File: config.mk
export PLATFORM = sky130hd
export DESIGN_NAME = spi_regs_slave
export DESIGN_NICKNAME = d
export VERILOG_FILES = /design/src/rtl/spi_regs_pkg.sv /design/src/rtl/spi_in_sync.sv /design/src/rtl/spi_frame.sv /design/src/rtl/spi_regfile.sv /design/src/rtl/spi_regs_slave.sv
export SDC_FILE = /design/constraint.sdc
export NUM_CORES = 1
export LEC_CHECK = 0
export BUFFER_PORTS_ARGS = -buffer_cell sky130_fd_sc_hd__buf_2
export CAP_MARGIN = 10
export CELL_PAD_IN_SITES_DETAIL_PLACEMENT = 1
export CELL_PAD_IN_SITES_GLOBAL_PLACEMENT = 1
export CORE_AREA = 10 10 313 315
export CTS_CLUSTER_DIAMETER = 200
export DETAILED_ROUTE_END_ITERATION = 8
export DIE_AREA = 0 0 323 325
export HOLD_SLACK_MARGIN = 0.05
export PLACE_DENSITY = 0.39
export SLEW_MARGIN = 15
export SYNTH_ARGS = -nofsm -noshare
export SYNTH_HDL_FRONTEND = slang
export SYNTH_SLANG_ARGS = --single-unit
File: constraint.sdc
create_clock -name clk -period 2.7 [get_ports clk]
set_input_delay 0.81 -clock clk [delete_from_list [all_inputs] [get_ports clk]]
set_output_delay 0.81 -clock clk [all_outputs]
set_load 0.01 [all_outputs]
File: src/rtl/spi_regs_pkg.sv
package spi_regs_pkg;
  localparam int DATA_W = 8;
  localparam int ADDR_W = 6;
  localparam int BIT_W  = $clog2(DATA_W);
  localparam int DEPTH  = 1 << ADDR_W;

  typedef struct packed {
    logic              rd;
    logic              inc;
    logic [ADDR_W-1:0] addr;
  } cmd_t;

  function automatic logic in_window(input logic [ADDR_W-1:0] a,
                                     input logic [ADDR_W-1:0] lo,
                                     input logic [ADDR_W-1:0] hi);
    return (a >= lo) && (a <= hi);
  endfunction
endpackage

File: src/rtl/spi_in_sync.sv
module spi_in_sync #(
  parameter int         W      = 1,
  parameter int         STAGES = 2,
  parameter logic [W-1:0] RST_VAL = '0
) (
  input  logic         clk,
  input  logic         rst,
  input  logic [W-1:0] d,
  output logic [W-1:0] q
);
  logic [W-1:0] stg [STAGES];

  always_ff @(posedge clk) begin
    if (rst) begin
      for (int i = 0; i < STAGES; i++) stg[i] <= RST_VAL;
    end else begin
      stg[0] <= d;
      for (int i = 1; i < STAGES; i++) stg[i] <= stg[i-1];
    end
  end

  assign q = stg[STAGES-1];
endmodule

File: src/rtl/spi_frame.sv
module spi_frame
  import spi_regs_pkg::*;
(
  input  logic              clk,
  input  logic              rst,
  input  logic              scl_s,
  input  logic              cs_s,
  input  logic              din,
  input  logic [DATA_W-1:0] rd_data,
  output logic              rd_en,
  output logic [ADDR_W-1:0] rd_addr,
  output logic              wr_en,
  output logic [ADDR_W-1:0] wr_addr,
  output logic [DATA_W-1:0] wr_data,
  output logic              tx_bit,
  output logic              tx_oe
);
  logic              scl_q;
  logic [BIT_W-1:0]  bit_cnt;
  logic [DATA_W-1:0] shreg;
  logic [DATA_W-1:0] tx_sh;
  logic [ADDR_W-1:0] addr;
  logic              in_cmd, is_read, incr;
  logic              scl_rise, scl_fall, byte_done;
  logic [DATA_W-1:0] new_byte;
  cmd_t              cmd_w;
  logic [ADDR_W-1:0] addr_nxt;

  assign scl_rise  = scl_s & ~scl_q & ~cs_s;
  assign scl_fall  = ~scl_s & scl_q & ~cs_s;
  assign byte_done = scl_rise && (bit_cnt == BIT_W'(DATA_W-1));
  assign new_byte  = {shreg[DATA_W-2:0], din};
  assign cmd_w     = cmd_t'(new_byte);
  assign addr_nxt  = incr ? addr + 1'b1 : addr;

  always_ff @(posedge clk) begin
    if (rst) scl_q <= 1'b1;
    else     scl_q <= scl_s;
  end

  always_ff @(posedge clk) begin
    if (rst || cs_s) begin
      bit_cnt <= '0;
      shreg   <= '0;
      in_cmd  <= 1'b1;
      is_read <= 1'b0;
      incr    <= 1'b0;
      tx_oe   <= 1'b0;
      tx_bit  <= 1'b0;
      rd_en   <= 1'b0;
      wr_en   <= 1'b0;
      if (rst) begin
        addr    <= '0;
        rd_addr <= '0;
        wr_addr <= '0;
        wr_data <= '0;
        tx_sh   <= '0;
      end
    end else begin
      rd_en <= 1'b0;
      wr_en <= 1'b0;
      if (scl_rise) begin
        shreg   <= new_byte;
        bit_cnt <= bit_cnt + 1'b1;
        if (byte_done) begin
          if (in_cmd) begin
            in_cmd  <= 1'b0;
            is_read <= cmd_w.rd;
            incr    <= cmd_w.inc;
            addr    <= cmd_w.addr;
            if (cmd_w.rd) begin
              rd_en   <= 1'b1;
              rd_addr <= cmd_w.addr;
            end
          end else if (is_read) begin
            addr    <= addr_nxt;
            rd_en   <= 1'b1;
            rd_addr <= addr_nxt;
          end else begin
            wr_en   <= 1'b1;
            wr_addr <= addr;
            wr_data <= new_byte;
            addr    <= addr_nxt;
          end
        end
      end
      if (scl_fall && !in_cmd && is_read) begin
        if (bit_cnt == '0) begin
          tx_sh  <= rd_data;
          tx_bit <= rd_data[DATA_W-1];
          tx_oe  <= 1'b1;
        end else begin
          tx_sh  <= {tx_sh[DATA_W-2:0], 1'b0};
          tx_bit <= tx_sh[DATA_W-2];
        end
      end
    end
  end

  AST_RELEASE_IDLE: assert property (@(posedge clk) disable iff (rst)
    (cs_s && $past(cs_s)) |-> !tx_oe);
  AST_ABORT_CLEARS: assert property (@(posedge clk) disable iff (rst)
    $rose(cs_s) |=> (bit_cnt == '0 && in_cmd));
  AST_DRIVE_AT_BYTE: assert property (@(posedge clk) disable iff (rst)
    $rose(tx_oe) |-> ($past(scl_fall) && $past(bit_cnt) == '0));
  AST_STROBE_EXCL: assert property (@(posedge clk) disable iff (rst)
    !(wr_en && rd_en));
endmodule

File: src/rtl/spi_regfile.sv
module spi_regfile
  import spi_regs_pkg::*;
#(
  parameter logic [DATA_W-1:0] ID_VALUE  = 8'hDA,
  parameter logic [ADDR_W-1:0] ID_ADDR   = 6'h00,
  parameter logic [ADDR_W-1:0] RSV_LO    = 6'h11,
  parameter logic [ADDR_W-1:0] RSV_HI    = 6'h1E,
  parameter logic [ADDR_W-1:0] MODE_ADDR = 6'h20,
  parameter int                MODE_BIT  = 0
) (
  input  logic              clk,
  input  logic              rst,
  input  logic              rd_en,
  input  logic [ADDR_W-1:0] rd_addr,
  output logic [DATA_W-1:0] rd_data,
  input  logic              wr_en,
  input  logic [ADDR_W-1:0] wr_addr,
  input  logic [DATA_W-1:0] wr_data,
  output logic              mode_q
);
  logic [DATA_W-1:0] mem [DEPTH];
  logic              wr_ok;

  assign wr_ok = wr_en && (wr_addr != ID_ADDR) && !in_window(wr_addr, RSV_LO, RSV_HI);

  always_ff @(posedge clk) begin
    if (wr_ok) mem[wr_addr] <= wr_data;
  end

  always_ff @(posedge clk) begin
    if (rst) begin
      rd_data <= '0;
    end else if (rd_en) begin
      if (rd_addr == ID_ADDR)                       rd_data <= ID_VALUE;
      else if (in_window(rd_addr, RSV_LO, RSV_HI)) rd_data <= '0;
      else                                          rd_data <= mem[rd_addr];
    end
  end

  always_ff @(posedge clk) begin
    if (rst)                               mode_q <= 1'b0;
    else if (wr_ok && wr_addr == MODE_ADDR) mode_q <= wr_data[MODE_BIT];
  end

  AST_ID_FIXED: assert property (@(posedge clk) disable iff (rst)
    (rd_en && rd_addr == ID_ADDR) |=> (rd_data == ID_VALUE));
  AST_RSV_ZERO: assert property (@(posedge clk) disable iff (rst)
    (rd_en && in_window(rd_addr, RSV_LO, RSV_HI)) |=> (rd_data == '0));
  AST_MODE_HOLD: assert property (@(posedge clk) disable iff (rst)
    !wr_en |=> $stable(mode_q));
endmodule

File: src/rtl/spi_regs_slave.sv
module spi_regs_slave
  import spi_regs_pkg::*;
#(
  parameter logic [DATA_W-1:0] ID_VALUE    = 8'hDA,
  parameter logic [ADDR_W-1:0] RSV_LO      = 6'h11,
  parameter logic [ADDR_W-1:0] RSV_HI      = 6'h1E,
  parameter logic [ADDR_W-1:0] MODE_ADDR   = 6'h20,
  parameter int                SYNC_STAGES = 2
) (
  input  logic clk,
  input  logic rst,
  input  logic scl_i,
  input  logic cs_n_i,
  input  logic sdi_i,
  input  logic sdio_i,
  output logic sdio_o,
  output logic sdio_oe,
  output logic sdo_o,
  output logic sdo_oe,
  output logic three_wire_o
);
  logic [3:0]        sync_q;
  logic              scl_s, cs_s, sdi_s, sdio_s, din;
  logic              rd_en, wr_en, tx_bit, tx_oe, mode_q;
  logic [ADDR_W-1:0] rd_addr, wr_addr;
  logic [DATA_W-1:0] rd_data, wr_data;

  spi_in_sync #(.W(4), .STAGES(SYNC_STAGES), .RST_VAL(4'b1100)) u_sync (
    .clk(clk), .rst(rst), .d({scl_i, cs_n_i, sdi_i, sdio_i}), .q(sync_q));

  assign {scl_s, cs_s, sdi_s, sdio_s} = sync_q;
  assign din = mode_q ? sdio_s : sdi_s;

  spi_frame u_frame (
    .clk(clk), .rst(rst), .scl_s(scl_s), .cs_s(cs_s), .din(din),
    .rd_data(rd_data), .rd_en(rd_en), .rd_addr(rd_addr),
    .wr_en(wr_en), .wr_addr(wr_addr), .wr_data(wr_data),
    .tx_bit(tx_bit), .tx_oe(tx_oe));

  spi_regfile #(.ID_VALUE(ID_VALUE), .RSV_LO(RSV_LO), .RSV_HI(RSV_HI),
                .MODE_ADDR(MODE_ADDR)) u_regs (
    .clk(clk), .rst(rst), .rd_en(rd_en), .rd_addr(rd_addr), .rd_data(rd_data),
    .wr_en(wr_en), .wr_addr(wr_addr), .wr_data(wr_data), .mode_q(mode_q));

  assign sdo_o        = tx_bit;
  assign sdo_oe       = tx_oe & ~mode_q;
  assign sdio_o       = tx_bit;
  assign sdio_oe      = tx_oe & mode_q;
  assign three_wire_o = mode_q;

  AST_SINGLE_DRIVER: assert property (@(posedge clk) disable iff (rst)
    !(sdo_oe && sdio_oe));
endmodule

==> impl_metrics.yaml <==
synth:
  yosys_warnings: 0
  synth_edf_count: 545
  netlist_area_um2: 22800
  synth_ff_type: "edfxtp_1"
  netlist_instances: 1143
  avgSynthCellArea_um2: 19.9
  async_flop_share_pct: 0
  ys_ff_latch: 586
  yosysSeqAreaShare_pct: 75.5
  synth_cell_types: 54
sta:
  fmax_mhz: 388
  fin_skew_ns: 0.0181
  rsz0062_at_grt: "false"
  setup-violations-final: 0
  slew_viol_final: 0
  slew_headroom_pct: 33.4
  finalHoldViolations: 0
  tightest_slew_ns: 0.995
  fin_crit_ns: 2.58
  fin_tns_setup_ns: 0
  timing.final.crit_share_pct: 95.5
global_routing:
  grt_overflow: 0
  grt_pass1_vias: 12600
  grt_util_all_layers_pct: 11.8
  grt_max_degree: 66
  antenna_found_initial: 3
  grt_pass1_wl_um: 90500
clock_tree:
  cts-root-buf: "clkbuf_16"
  cts_sinks: 586
  clock_latency_ns: 0.61
  cts_made_buffers: 72
  ctsResizeCount: 0
  cts_tree: "built"
  htreeDepth: 3
  clkTransAtPathRegs_ns: 0.06
  clk_path_buf_depth: 3
  hold_buffers: 0
floorplan:
  die-area_um2: 105000
  chipWidth_um: 323
  rows: 111
  pin_count: 11
  start_util_pct: 24.9
  floorplan.core_area_um2: 91400
  die_h_um: 325
critical_path:
  required_ns: 3.19
  crit_fanout: 18
  endpoint_kind: "flip-flop"
  arrival_ns: 3.07
  crit_path_start_kind: "flip-flop"
  path_class: "reg -> reg"
routing:
  drt-total-wl_um: 62200
  drt_pass1_iterations: 5
  vias: 11600
  avgViaCountPerCell: 4.33
  drc: 0
  wl_per_cell_um: 23.3
  drt_iter0_drc: 617
  drt.antenna.violating_nets: 0
final_layout:
  final_net_count: 1445
  layout_commonest_cell: "edfxtp_1"
  layout_common_cells: "edfxtp_1 (545), mux4_2 (137), buf_4 (132)"
  area_growth_pct: 23.2
  stdcell_count: 2671
  drive_gt1_share_pct: 28.8
  n_antenna_cell: 0
worst_hold_path:
  worstHoldStart: "cs_n_i"
  min_path_type: "in -> reg"
placed_design:
  io_buffers: 10
  gp_congestion: 0.724
  dp_hpwl_um: 40200
  dpl.cell_count: 2546
power:
  power_density_nw_per_um2: 716
  leakage_nw: 9.26
  vdd_drop_max_mv: 0.395
flow_run:
  maxCapViolCount: 0
status:
  status: "finished, final reports clean"
==> Yosys cell counts (all sizes together), types with 2 or more instances <==
cell	number	area, µm²
nand3	6	30.0
or3b	3	26.3
buf	28	149
a21oi	21	105
o2111ai	2	17.5
xnor2	2	17.5
mux2i	19	190
o22a	7	61.3
nor2	87	327
and2	14	87.6
nor4b	2	17.5
clkbuf	32	120
nor2b	19	119
edfxtp	545	16400
nand3b	8	60.1
dfxtp	41	821
nand4	3	18.8
inv	7	26.3
a211o	2	17.5
nor3	6	30.0
mux4	137	3090
nand2	30	113
a311oi	3	26.3
and3	3	18.8
ha	4	50.1
and4b	2	20.0
o221ai	3	26.3
or3	5	31.3
xor2	5	43.8
o21ai	4	20.0
o22ai	19	119
nand2b	10	62.6
o31ai	3	22.5
a22oi	2	15.0
o21bai	2	15.0
a211oi	10	75.1
nor4	7	43.8
mux2	20	225
or2	9	56.3
==> worst max-delay path, stage by stage (launching register included) <==
cell	delay, ns
dfxtp_4	0.42
buf_12	0.21
buf_12	0.17
mux4_2	0.50
mux2_2	0.29
o22ai_1	0.27
buf_4	0.17
nor4_1	0.05
or3_1	0.32
==> stage by stage <==
stage | utilization [%] | instance area [µm²] | setup WS [ns] | total power, mW | hold slack (ns)
2_1_floorplan | - | 23200 | 0.242 | 10.8 | 0.389
3_3_place_gp | 28.2 | 25800 | -0.147 | 11.1 | 0.401
3_5_place_dp | 28.2 | 25800 | -0.113 | 11.2 | 0.400
4_1_cts | 30.7 | 28000 | 0.0106 | 20.5 | 0.342
5_1_grt | 30.7 | 28000 | 0.00941 | 20.9 | 0.379
6_report | 30.7 | 28000 | 0.122 | 20.1 | 0.389
==> path summary, 6_finish.rpt <==
check | to | cells after the start | slack (ns)
setup reg to reg | u_regs.rd_data[7] | 8 | 0.12
hold / removal | u_sync.stg[0][2] | 2 | 0.39
hold reg to reg | u_sync.stg[0][6] | 1 | 0.42
setup / recovery | u_regs.rd_data[7] | 8 | 0.12
==> cells by family (layout without fill, tap and decap cells) <==
| family | count (synthesis) | in the layout | synth area share (%) |
|---|---|---|---|
| adders and majority gates | 4 | 4 | 0.220 |
| muxes | 176 | 176 | 15.4 |
| and+or+nand+nor | 219 | 219 | 4.85 |
| AOI/OAI and AO/OA | 83 | 83 | 2.46 |
| DFF | 586 | 586 | 75.5 |
| buffers and inverters | 67 | 290 | 1.30 |
| other | 1 | 120 | 0.0165 |
| xor gates and xnor gates | 7 | 7 | 0.269 |
==> power by group <==
part           switching, mW  leakage, nW  internal (mW)
clock                   3.70         1.07           5.43
combinational          0.475         2.75          0.362
sequential            0.0643         5.43           10.0
total                   4.24         9.26           15.8
==> routing by layer <==
| layer | GRT usage, % | up-vias | wire length (µm) |
|---|---|---|---|
| met4 | 4.00 | 0 | 1450 |
| met3 | 2.03 | 83 | 2220 |
| li1 | - | 5134 | - |
| met5 | 0 | - | 0 |
| met2 | 18.4 | 171 | 29100 |
| met1 | 16.4 | 6166 | 29400 |
==> registers in the layout, summed over array words and instances, names as in the netlist, 7 cells and up, named ones only <==
signal           cells
u_frame.tx_sh        7
u_frame.shreg        7
u_regs.mem         512
u_regs.rd_data       8
u_sync.stg           8
u_frame.wr_data      8
==> area by class of cell <==
class                           instances  area [µm²]
Fill cell                            9390       63300
Sequential cell                       586       17200
Multi-Input combinational cell        609        5740
Clock buffer                           89        1930
Tap cell                             1186        1480
Timing Repair Buffer                  159        1390
Clock inverter                         35         275
Inverter                                7        26.3
==> what timing repair did <==
action	4_1_cts	5_1_grt
endpoints found under the setup margin	0	1
endpoints found under the hold margin	0	0
setup buffers	0	1
No activity file was read; power rests on OpenSTA's default activity.
